===== config.mk =====
export PLATFORM = sky130hd
export DESIGN_NAME = txs_start_ctrl
export DESIGN_NICKNAME = d
export VERILOG_FILES = /design/src/rtl/txs_pkg.sv /design/src/rtl/txs_fs_sync.sv /design/src/rtl/txs_start_fsm.sv /design/src/rtl/txs_period_gen.sv /design/src/rtl/txs_start_ctrl.sv
export SDC_FILE = /design/constraint.sdc
export NUM_CORES = 1
export LEC_CHECK = 0
export BUFFER_PORTS_ARGS = -buffer_cell sky130_fd_sc_hd__buf_2
export CELL_PAD_IN_SITES_DETAIL_PLACEMENT = 1
export CELL_PAD_IN_SITES_GLOBAL_PLACEMENT = 1
export CORE_ASPECT_RATIO = 1.25
export CORE_MARGIN = 5
export CORE_UTILIZATION = 41
export CTS_CLUSTER_SIZE = 8
export DETAILED_ROUTE_END_ITERATION = 6
export PLACE_DENSITY = 0.84
export SLEW_MARGIN = 25
export SYNTH_ARGS = -nofsm -noshare
export SYNTH_HDL_FRONTEND = slang
export SYNTH_SLANG_ARGS = --single-unit

===== constraint.sdc =====
create_clock -name clk -period 2.1 [get_ports clk]
set_input_delay 0.42 -clock clk [delete_from_list [all_inputs] [get_ports clk]]
set_output_delay 0.42 -clock clk [all_outputs]
set_load 0.05 [all_outputs]

===== src/rtl/txs_pkg.sv =====
package txs_pkg;

  typedef enum logic [1:0] {
    ST_IDLE = 2'd0,
    ST_WAIT = 2'd1,
    ST_RUN  = 2'd2
  } txs_state_e;

  localparam logic [3:0] SEL_FREE     = 4'd0;
  localparam logic [3:0] SEL_RX       = 4'd1;
  localparam logic [3:0] SEL_LOW      = 4'd2;
  localparam logic [3:0] SEL_HIGH     = 4'd3;
  localparam logic [3:0] SEL_FALL     = 4'd4;
  localparam logic [3:0] SEL_RISE     = 4'd5;
  localparam logic [3:0] SEL_CHANGE_A = 4'd6;
  localparam logic [3:0] SEL_CHANGE_B = 4'd7;
  localparam logic [3:0] SEL_CMP      = 4'd8;

  localparam logic [1:0] GATE_NONE = 2'd0;
  localparam logic [1:0] GATE_LOW  = 2'd1;
  localparam logic [1:0] GATE_HIGH = 2'd2;

endpackage


===== src/rtl/txs_fs_sync.sv =====
module txs_fs_sync #(
  parameter int STAGES = 2
) (
  input  logic clk,
  input  logic rst_n,
  input  logic fs_pin,
  output logic fs_lvl,
  output logic fs_rise,
  output logic fs_fall
);

  logic [STAGES-1:0] sync_q;
  logic [STAGES-1:0] sync_d;
  logic              hist_q;
  logic              hist_d;

  always_comb begin
    sync_d = {sync_q[STAGES-2:0], fs_pin};
    hist_d = sync_q[STAGES-1];
  end

  always_ff @(posedge clk or negedge rst_n) begin
    if (!rst_n) begin
      sync_q <= '0;
      hist_q <= 1'b0;
    end else begin
      sync_q <= sync_d;
      hist_q <= hist_d;
    end
  end

  assign fs_lvl  = sync_q[STAGES-1];
  assign fs_rise = sync_q[STAGES-1] & ~hist_q;
  assign fs_fall = ~sync_q[STAGES-1] & hist_q;

  // an edge is reported for a single cycle only
  p_rise_single_r10: assert property (@(posedge clk) disable iff (!rst_n)
    fs_rise |=> !fs_rise);
  p_fall_single_r10: assert property (@(posedge clk) disable iff (!rst_n)
    fs_fall |=> !fs_fall);

endmodule


===== src/rtl/txs_start_fsm.sv =====
module txs_start_fsm
  import txs_pkg::*;
#(
  parameter int DLY_W = 8
) (
  input  logic             clk,
  input  logic             rst_n,
  input  logic             tx_en,
  input  logic [3:0]       start_sel,
  input  logic [DLY_W-1:0] start_dly,
  input  logic             rx_start,
  input  logic             cmp_hit,
  input  logic             word_ready,
  input  logic             xfer_done,
  input  logic             fs_lvl,
  input  logic             fs_rise,
  input  logic             fs_fall,
  output logic             data_start
);

  localparam logic [DLY_W-1:0] DLY_ONE = DLY_W'(1);

  txs_state_e       state_q, state_d;
  logic [DLY_W-1:0] cnt_q, cnt_d;
  logic             start_q, start_d;
  logic             cond;
  logic             accept;

  always_comb begin
    case (start_sel)
      SEL_FREE:     cond = 1'b1;
      SEL_RX:       cond = rx_start;
      SEL_LOW:      cond = ~fs_lvl;
      SEL_HIGH:     cond = fs_lvl;
      SEL_FALL:     cond = fs_fall;
      SEL_RISE:     cond = fs_rise;
      SEL_CHANGE_A: cond = fs_rise | fs_fall;
      SEL_CHANGE_B: cond = fs_rise | fs_fall;
      SEL_CMP:      cond = cmp_hit;
      default:      cond = 1'b0;
    endcase
  end

  assign accept = word_ready & tx_en & cond;

  always_comb begin
    state_d = state_q;
    cnt_d   = cnt_q;
    start_d = 1'b0;
    case (state_q)
      ST_IDLE: begin
        if (accept) begin
          if (start_dly == '0) begin
            start_d = 1'b1;
            state_d = ST_RUN;
          end else begin
            cnt_d   = start_dly;
            state_d = ST_WAIT;
          end
        end
      end
      ST_WAIT: begin
        if (cnt_q <= DLY_ONE) begin
          start_d = 1'b1;
          cnt_d   = '0;
          state_d = ST_RUN;
        end else begin
          cnt_d = cnt_q - DLY_ONE;
        end
      end
      ST_RUN: begin
        if (xfer_done) state_d = ST_IDLE;
      end
      default: state_d = ST_IDLE;
    endcase
  end

  always_ff @(posedge clk or negedge rst_n) begin
    if (!rst_n) begin
      state_q <= ST_IDLE;
      cnt_q   <= '0;
      start_q <= 1'b0;
    end else begin
      state_q <= state_d;
      cnt_q   <= cnt_d;
      start_q <= start_d;
    end
  end

  assign data_start = start_q;

  p_pulse_single_r6: assert property (@(posedge clk) disable iff (!rst_n)
    data_start |=> !data_start);

  p_reload_r6: assert property (@(posedge clk) disable iff (!rst_n)
    (state_q == ST_WAIT && $past(state_q) == ST_IDLE) |-> cnt_q == $past(start_dly));

  p_count_down_r3: assert property (@(posedge clk) disable iff (!rst_n)
    (state_q == ST_WAIT && cnt_q > DLY_ONE) |=>
      (state_q == ST_WAIT && cnt_q == $past(cnt_q) - DLY_ONE));

  p_need_word_r2: assert property (@(posedge clk) disable iff (!rst_n)
    (state_q == ST_IDLE && !(word_ready && tx_en)) |=> (state_q == ST_IDLE && !data_start));

  p_busy_quiet_r2: assert property (@(posedge clk) disable iff (!rst_n)
    (state_q == ST_RUN && !xfer_done) |=> !data_start);

  p_unused_sel_r5: assert property (@(posedge clk) disable iff (!rst_n)
    (state_q == ST_IDLE && start_sel > SEL_CMP) |=> state_q == ST_IDLE);

endmodule


===== src/rtl/txs_period_gen.sv =====
module txs_period_gen #(
  parameter int PER_W = 8
) (
  input  logic             clk,
  input  logic             rst_n,
  input  logic [PER_W-1:0] period_sel,
  output logic             fs_period
);

  localparam int CW = PER_W + 2;

  logic [CW-1:0] cnt_q, cnt_d;
  logic [CW-1:0] last;
  logic          en;

  assign en   = (period_sel != '0);
  assign last = {1'b0, period_sel, 1'b1};

  always_comb begin
    if (!en)                cnt_d = '0;
    else if (cnt_q >= last) cnt_d = '0;
    else                    cnt_d = cnt_q + CW'(1);
  end

  always_ff @(posedge clk or negedge rst_n) begin
    if (!rst_n) cnt_q <= '0;
    else        cnt_q <= cnt_d;
  end

  assign fs_period = en & (cnt_q == last);

  p_hold_when_off_r7: assert property (@(posedge clk) disable iff (!rst_n)
    (period_sel == '0) |=> (cnt_q == '0 && !fs_period));

  p_wrap_r8: assert property (@(posedge clk) disable iff (!rst_n)
    fs_period |=> cnt_q == '0);

endmodule


===== src/rtl/txs_start_ctrl.sv =====
module txs_start_ctrl
  import txs_pkg::*;
#(
  parameter int DLY_W       = 8,
  parameter int PER_W       = 8,
  parameter int SYNC_STAGES = 2
) (
  input  logic             clk,
  input  logic             rst_n,
  input  logic             tx_en,
  input  logic [3:0]       start_sel,
  input  logic [DLY_W-1:0] start_dly,
  input  logic [PER_W-1:0] period_sel,
  input  logic [1:0]       gate_sel,
  input  logic             fs_pin,
  input  logic             rx_start,
  input  logic             cmp_hit,
  input  logic             word_ready,
  input  logic             xfer_done,
  output logic             data_start,
  output logic             clk_en,
  output logic             fs_period
);

  logic fs_lvl;
  logic fs_rise;
  logic fs_fall;

  txs_fs_sync #(.STAGES(SYNC_STAGES)) u_sync (
    .clk     (clk),
    .rst_n   (rst_n),
    .fs_pin  (fs_pin),
    .fs_lvl  (fs_lvl),
    .fs_rise (fs_rise),
    .fs_fall (fs_fall)
  );

  txs_start_fsm #(.DLY_W(DLY_W)) u_fsm (
    .clk        (clk),
    .rst_n      (rst_n),
    .tx_en      (tx_en),
    .start_sel  (start_sel),
    .start_dly  (start_dly),
    .rx_start   (rx_start),
    .cmp_hit    (cmp_hit),
    .word_ready (word_ready),
    .xfer_done  (xfer_done),
    .fs_lvl     (fs_lvl),
    .fs_rise    (fs_rise),
    .fs_fall    (fs_fall),
    .data_start (data_start)
  );

  txs_period_gen #(.PER_W(PER_W)) u_period (
    .clk        (clk),
    .rst_n      (rst_n),
    .period_sel (period_sel),
    .fs_period  (fs_period)
  );

  always_comb begin
    case (gate_sel)
      GATE_LOW:  clk_en = ~fs_lvl;
      GATE_HIGH: clk_en = fs_lvl;
      default:   clk_en = 1'b1;
    endcase
  end

  p_gate_open_r9: assert property (@(posedge clk) disable iff (!rst_n)
    (gate_sel == GATE_NONE) |-> clk_en);

  p_gate_low_r9: assert property (@(posedge clk) disable iff (!rst_n)
    (gate_sel == GATE_LOW && $rose(fs_lvl)) |-> !clk_en);

endmodule


* Yosys cells after proc, flatten, opt, wreduce, memory -nomap -nowiden *
Cells that the tools add are included.

operators by class
  order comparisons = 2
  add/sub/neg operators = 2
  reductions and logical operators = 8
  divide/modulo/power cells = 0
  equal/unequal tests = 17
  multipliers = 0
  shift operators = 0
  multiplexer cells = 17
  bitwise operators = 8

operators with widths
  kind                   count
  $mux 8                 3
  $mux 10                2
  $eq 4x3->1 const B     4
  $pmux 8 s2             1
  $add 10x1->10 const B  1
  $eq 10x9->1            1
  $ge 10x9->1            1
  $eq 4x2->1 const B     2
  $le 8x1->1 const B     1
  $logic_not 8->1        1
  $mux 2                 4
  $pmux 1 s8             1
  $reduce_bool 8->1      1
  $sub 8x1->8 const B    1
  $pmux 2 s3             1
  $reduce_and 3->1       2
  $and 1x1->1            5
  $eq 2x1->1 const B     2
  $eq 2x2->1 const B     2
  $eq 4x1->1 const B     1
  $eq 4x4->1 const B     1
  $logic_not 4->1        1
  $ne 2x1->1 const B     2
  $ne 2x2->1 const B     2
  7 further kinds        11

word-level totals
  output and inout bits = 3
  bits in latches = 0
  memory bits (read-only) = 0
  flip-flop bits (word level) = 24
  bits in writable memories = 0
  memories kept = 0

* Depth between registers and ports, before layout *
Gate-level depths: netlist (run 1).

  depth in word-level cells = 7
  depth in mapped cells = 8

* Modules after synthesis *
Synthesis (run 1) repeated with hierarchy kept, for this count alone.

unflattened totals
  cells, all modules = 182
  area, all modules = 1689.1 um^2

modules (own cells, without submodules)
  module          times used  cells each  area an instance (um^2)  seq. area each (um^2)
  txs_start_fsm   1           97          833.3                    275.3
  txs_period_gen  1           74          718.2                    250.2
  txs_fs_sync     1           5           90.1                     75.1
  txs_start_ctrl  1           6           47.5                     0.0

* Least setup slack after synthesis (run 1) *
Ideal clock, no wire load.

  kind = flip-flop to flip-flop
  from = register u_sync.sync_q[1]
  to = register u_fsm.cnt_q[0]
  arrival time = 1.741 ns
  setup time = 0.144 ns
  path buffers = 1
  data required time = 1.956 ns
  slack = 0.215 ns
  clock period less this slack = 1.885 ns
  cell stages (with the launch flop) = 9
  cells stage by stage = dfrtp_1 > inv_1 > ha_1 > a21o_1 > a221oi_1 > o211ai_2 > buf_6 > mux2i_1 > o22ai_1

on the way
  word-level cells in the longest chain between the ends = 7

ends and longest elaborated chain
  what                          line                                      text
  start, declared               txs_fs_sync.sv:12                         logic [STAGES-1:0] sync_q;
  start signal, assigned        txs_fs_sync.sv:27                         sync_q <= sync_d;
  $not 1->1                     txs_fs_sync.sv:34, txs_start_fsm.sv:33
  $and 1x1->1                   txs_fs_sync.sv:34                         assign fs_fall = ~sync_q[STAGES-1] & hist_q;
  $or 1x1->1                    txs_start_fsm.sv:37, txs_start_fsm.sv:38
  $pmux 1 s8 *                  txs_start_fsm.sv:30                       case (start_sel)
  $and 1x1->1 *                 txs_start_fsm.sv:44                       assign accept = word_ready & tx_en & cond;
  $ne 2x1->1 (no line) *        -
  $reduce_and 3->1 (no line) *  -
  end signal, assigned          txs_start_fsm.sv:85                       cnt_q <= cnt_d;
  end, declared                 txs_start_fsm.sv:24                       logic [DLY_W-1:0] cnt_q, cnt_d;

Every way passes the cells marked *; elsewhere a longest branch is shown, timed or not.
A chain may end at the register's enable or synchronous reset.

* Final worst setup path (run 1) *
  from = register u_period.cnt_q[8]
  to = output port fs_period

on the way
  word-level cells in the longest chain between the ends = 2

ends and longest elaborated chain
  what                    line                  text
  start, declared         txs_period_gen.sv:12  logic [CW-1:0] cnt_q, cnt_d;
  start signal, assigned  txs_period_gen.sv:27  else cnt_q <= cnt_d;
  $eq 10x9->1             txs_period_gen.sv:30  assign fs_period = en & (cnt_q == last);
  $and 1x1->1             txs_period_gen.sv:30
  end, declared           txs_start_ctrl.sv:22  output logic fs_period

Every way passes these cells.

==> results of run 1 <==
cells by family (layout without fill, tap and decap cells):
kind of cell	after synthesis	after routing	share of synthesized area (%)
AO/OA/AOI/OAI	27	27	13.1
XOR/XNOR	8	8	4.31
adder cells (fa/ha/maj)	15	15	11.5
buffers and inverters	20	64	5.08
flip-flops	24	24	37.0
multiplexers	16	16	9.85
AND/OR/NAND/NOR	57	57	19.2
registers in the layout, indices dropped and copies added (netlist names):
name,cells
u_period.cnt_q,10
u_sync.hist_q,1
u_fsm.state_q,2
u_fsm.cnt_q,8
u_sync.sync_q,2
u_fsm.data_start,1
cell type report:
type	instances	area [um2]
fill	462	1800
multi-input combinational	123	957
sequential	24	601
timing repair buffer	42	254
inverter	18	67.6
tap	54	67.6
clock buffer	3	41.3
clock inverter	1	30.0
timing repair:
action,in CTS,in global routing
pin swaps,0,2
setup endpoints to repair,9,11
setup buffers,0,5
resized for setup,3,1
path summary, 6_finish.rpt:
path	from	endpoint	slack (ns)	cells past startpoint
setup / recovery	u_period.cnt_q[8]	fs_period	0.06	5
hold / removal	rst_n	u_fsm.state_q[0]	0.14	1
setup reg to reg	u_sync.sync_q[1]	u_fsm.cnt_q[2]	0.12	8
hold reg to reg	u_sync.sync_q[0]	u_sync.sync_q[1]	0.39	0
max in group asynchronous	rst_n	u_period.cnt_q[9]	1.59	1
min in group clk	fs_pin	u_sync.sync_q[0]	0.25	1
cell usage after synthesis (all sizes together), types with 2 or more instances:
cell	number	share of area [%]
o31ai	3	1.4
nor2b	3	1.2
o22ai	3	1.2
mux2i	16	9.9
nand2	8	1.8
ha	15	12
nor3	2	1.3
nor2	17	3.9
or2	2	0.92
inv	18	4.2
a21oi	4	1.2
nand4	2	0.77
dfrtp	24	37
nor4	4	1.5
xor2	6	3.2
a21o	4	1.8
and4	2	1.1
o21ai	4	1.2
xnor2	2	1.1
nand3	5	1.5
nand2b	3	1.2
and3	4	1.5
worst max-delay path, cell delays in order, from the launching register on:
cell and delay (ns):
dfrtp_1 0.41, ha_1 0.30, nand4b_1 0.14, nor2_1 0.15, and3_1 0.18, buf_6 0.16
power by group through the flow:
stage          logic [mW]  registers (mW)  clock network (mW)
6_report            0.872           0.830               0.411
5_1_grt             0.994           0.863               0.444
4_1_cts             0.859           0.839               0.416
3_5_place_dp        0.847           0.846                   0
3_3_place_gp        0.804           0.841                   0
2_1_floorplan       0.635           0.795                   0
layer usage:
metal / part of all wire (%) / GRT usage (%) / vias up
li1: - / - / 685
met1: 41 / 17.7 / 669
met2: 55 / 31.3 / 25
met3: 2.6 / 1.82 / 6
met4: 1.4 / 3.86 / 0
met5: 0 / 0 / -
==> results.json, run 1 <==
{
  "fp-row-count": 25,
  "antenna_found_initial": 0,
  "vias_per_cell": 5.23,
  "p_seq_share_pct": 39.3,
  "dpl_worst_slack_ns": -0.0400,
  "drt_iter0_markers": 19,
  "clock-sinks": 24,
  "clk_pin_slew_ns": 0.09,
  "synth_cells": 167,
  "final_util_pct": 52.9,
  "clock_power_share_pct": 19.4,
  "grt_max_degree": 25,
  "nets": 257,
  "status": "finished, final reports clean",
  "cp.arrival_ns": 1.62,
  "p_total_mw": 2.11,
  "ioPinCount": 33,
  "setup.worst_path.end_class": "output port",
  "initial_core_util_pct": 42.6,
  "fin_crit_ns": 2.04,
  "synthDistinctLibCells": 41,
  "timing.hold.ws_ns": 0.137,
  "ys_seq_elements": 24,
  "cts-root-buf": "clkbuf_8",
  "leakagePower_nw": 1.08,
  "clk_latency_ns": 0.27,
  "timing.fmax_ghz": 0.491,
  "final_cell_area_mm2": 0.00202,
  "synthesis.area_mm2": 0.00163,
  "final_cell_mix": "31 x buf_2, 24 x dfrtp_1, 18 x inv_1, 17 x nor2_1, 16 x mux2i_1",
  "ys_warn_count": 0,
  "cts_tree": "done",
  "synth_edf_count": 0,
  "drc": 0,
  "grt_pass1_wl_um": 6580,
  "combPwrFrac_pct": 41.3,
  "worstPathRequired_ns": 1.68,
  "avgRoutedWirePerCell_um": 15.4,
  "skew_ns": 0.00907,
  "crit_type": "reg2out",
  "place_inst": 256,
  "synth.avg_cell_area_um2": 9.73,
  "power_density_mw_per_mm2": 1050,
  "die_area_mm2": 0.00533,
  "power.internal_mw": 1.29,
  "grt.total_usage_pct": 15.9,
  "antennaDiodeCount": 0,
  "worst_pin_slew_ns": 0.566,
  "fin_ws_ns": 0.0620,
  "grt_overflow": 0,
  "drv_slew": 0,
  "swShare_pct": 38.9,
  "port_buffers": 32,
  "power_switching_uw": 823,
  "max_slew_margin_pct": 62.2,
  "num_vias": 1385,
  "hp-class": "in2async",
  "dr.pass1.iters": 3,
  "syn_to_final_growth_pct": 24.2,
  "drt-total-wl_um": 4090,
  "cts_buffers": 3,
  "dp_hpwl_um": 3150,
  "worst_setup_path_start_kind": "flop",
  "ant_nets": 0,
  "place_area_mm2": 0.00188,
  "period_share_pct": 97.0,
  "die_h_um": 80.4,
  "worstPathMaxFanout": 3,
  "ir_drop_mv": 0.587,
  "grt_pass1_vias": 1518,
  "syn_nets": 212,
  "final_common_cell": "buf_2",
  "async_flop_share_pct": 100,
  "setup_viol": 0,
  "ctsHoldBuffers": 0,
  "drive_above_1_share_pct": 24.2,
  "gp_congestion": 0.766,
  "ys_seq_area_share_pct": 37.0,
  "tns_ns": 0,
  "clk_path_buf_depth": 2,
  "dieWidth_um": 66.3,
  "drv_cap": 0,
  "finalHoldViolCount": 0,
  "synth_top_flop_cell": "dfrtp_1",
  "htree_levels": 1,
  "fin_cells": 265,
  "core_mm2": 0.00382
}
(Power assumes the default switching activity.)
==> run 2, diff against run 1 <==
--- a/config.mk
+++ b/config.mk
@@ -11,6 +11,7 @@
 export CORE_ASPECT_RATIO = 1.25
 export CORE_MARGIN = 5
 export CORE_UTILIZATION = 41
+export CTS_BUF_LIST = sky130_fd_sc_hd__clkbuf_16
 export CTS_CLUSTER_SIZE = 8
 export DETAILED_ROUTE_END_ITERATION = 6
 export PLACE_DENSITY = 0.84
==> results.json, run 2 (synthesis results as in run 1) <==
{
  "ctsHoldBuffers": 0,
  "final_common_cell": "buf_2",
  "crit_type": "reg2reg",
  "reg2reg_depth": 8,
  "skew_ns": 0.00455,
  "initial_core_util_pct": 42.6,
  "cp.arrival_ns": 2.21,
  "drt_iter0_markers": 28,
  "crit-reg2reg-capture": "u_fsm.cnt_q[4]",
  "nets": 257,
  "dr.pass1.iters": 3,
  "cts_tree": "done",
  "grt_overflow": 0,
  "slowest_delay_ns": 0.39,
  "setup_viol": 0,
  "setup.worst_path.end_class": "flop",
  "clk_path_buf_depth": 2,
  "clock-sinks": 24,
  "reg.largest.list": "u_period.cnt_q x10, u_fsm.cnt_q x8",
  "power_density_mw_per_mm2": 1100,
  "route.met3.wl_um": 87,
  "final_cell_mix": "31 x buf_2, 24 x dfrtp_1, 18 x inv_1, 17 x nor2_1, 16 x mux2i_1",
  "dp_hpwl_um": 3150,
  "worst_setup_path_start_kind": "flop",
  "worstPathRequired_ns": 2.23,
  "antennaDiodeCount": 0,
  "worst_pin_slew_ns": 0.572,
  "final_util_pct": 53.8,
  "port_buffers": 32,
  "grt_pass1_wl_um": 6960,
  "drv_cap": 0,
  "finalHoldViolCount": 0,
  "met1Wirelength_um": 1630,
  "dr.max_layer_used": "met4",
  "die_h_um": 80.4,
  "drc": 0,
  "avgRoutedWirePerCell_um": 16.4,
  "timing.fmax_ghz": 0.481,
  "ant_nets": 0,
  "max_slew_margin_pct": 61.9,
  "htree_levels": 1,
  "antenna_found_initial": 0,
  "clk_latency_ns": 0.26,
  "period_share_pct": 98.9,
  "max_flop_register": "u_period.cnt_q",
  "gp_congestion": 0.766,
  "cts_buffers": 3,
  "drv_slew": 0,
  "ff2ff_setup_slack_ns": 0.02,
  "ir_drop_mv": 0.672,
  "wl_met2_um": 2570,
  "syn_to_final_growth_pct": 26.3,
  "largest_reg_flops": 10,
  "grt_pass1_vias": 1588,
  "clk_pin_slew_ns": 0.07,
  "die_area_mm2": 0.00533,
  "fillers": 460,
  "status": "finished, final reports clean",
  "core_mm2": 0.00382,
  "r2r-start": "u_sync.sync_q[1]",
  "grt_max_degree": 25,
  "cts-root-buf": "clkbuf_16",
  "drive_above_1_share_pct": 24.2,
  "fin_crit_ns": 2.08,
  "grt.total_usage_pct": 16.9,
  "leakagePower_nw": 1.09,
  "drt-total-wl_um": 4340,
  "slowest_stage": "or3b_1",
  "hp-class": "in2async",
  "worstPathMaxFanout": 8,
  "dieWidth_um": 66.3,
  "crit_path_frequent_cell": "mux2i_1",
  "num_vias": 1419,
  "path_cells": "inv_1 -> ha_1 -> or3b_1 -> o311a_1 -> o211ai_4 -> buf_12 -> mux2i_1 -> mux2i_1",
  "ioPinCount": 33,
  "tns_ns": 0,
  "fp-row-count": 25,
  "vias_per_cell": 5.35
}
==> run 2: changes by cell type in the layout (fill, tap and decap cells not counted) <==
cell	delta
clkbuf_8	-3
clkbuf_16	+3
==> run 2: worst max-delay path by stage <==
stage	cells after the start	startpoint	slack (ns)	endpoint
after floorplan	8	u_sync.sync_q[1]	0.21	u_fsm.cnt_q[0]
after global placement	7	u_sync.sync_q[1]	0.03	u_fsm.cnt_q[0]
after detailed placement	7	u_sync.sync_q[1]	-0.04	u_fsm.cnt_q[1]
after CTS	5	u_period.cnt_q[8]	0.02	fs_period
after global routing	8	u_sync.sync_q[1]	-0.04	u_fsm.cnt_q[0]
final	8	u_sync.sync_q[1]	0.02	u_fsm.cnt_q[4]
==> run 2: layout make-up <==
type                            count  area [um2]  area share [%]
Clock buffer                        3        75.1            3.66
Clock inverter                      1        30.0            1.46
Inverter                           18        67.6            3.29
Multi-Input combinational cell    123         957            46.6
Sequential cell                    24         601            29.3
Tap cell                           54        67.6            3.29
Timing Repair Buffer               42         254            12.4
==> run 2: routing by layer <==
layer	up-vias	global-route usage [%]
met5	-	0
met4	0	3.66
met3	4	1.82
met2	23	34.6
met1	710	17.8
li1	682	-
==> run 2: worst max-delay path, delay by kind of cell (launching register included) <==
family	cells	cell delay, ns
compound gates	2	0.42
fa+ha+maj	1	0.22
buf+inv	2	0.23
flops	1	0.36
mux	2	0.32
simple gates	1	0.39
==> run 2: timing repair <==
item	4_1_cts	5_1_grt
setup buffers	0	5
hold endpoints to repair	0	0
gates resized for setup	3	1
setup endpoints to repair	9	8
cloned	0	0
pin swaps	0	2
==> run 2: where the power goes <==
group	internal, mW	total (mW)	switching, mW
sequential	0.624	0.847	0.222
clock	0.379	0.546	0.167
combinational	0.405	0.867	0.461
total	1.41	2.26	0.851
==> run 2: through the flow <==
step | instance area, um2 | instances | worst slack (ns) | hold slack, ns | power [mW]
after detailed placement | 1880 | 256 | -0.0400 | 0.357 | 1.69
after CTS | 2000 | 260 | 0.0189 | 0.177 | 2.28
after global routing | 2050 | 265 | -0.0390 | 0.200 | 2.45
after floorplan | 1630 | 167 | 0.215 | 0.124 | 1.43
after global placement | 1880 | 256 | 0.0258 | 0.363 | 1.64
final | 2050 | 265 | 0.0226 | 0.155 | 2.26
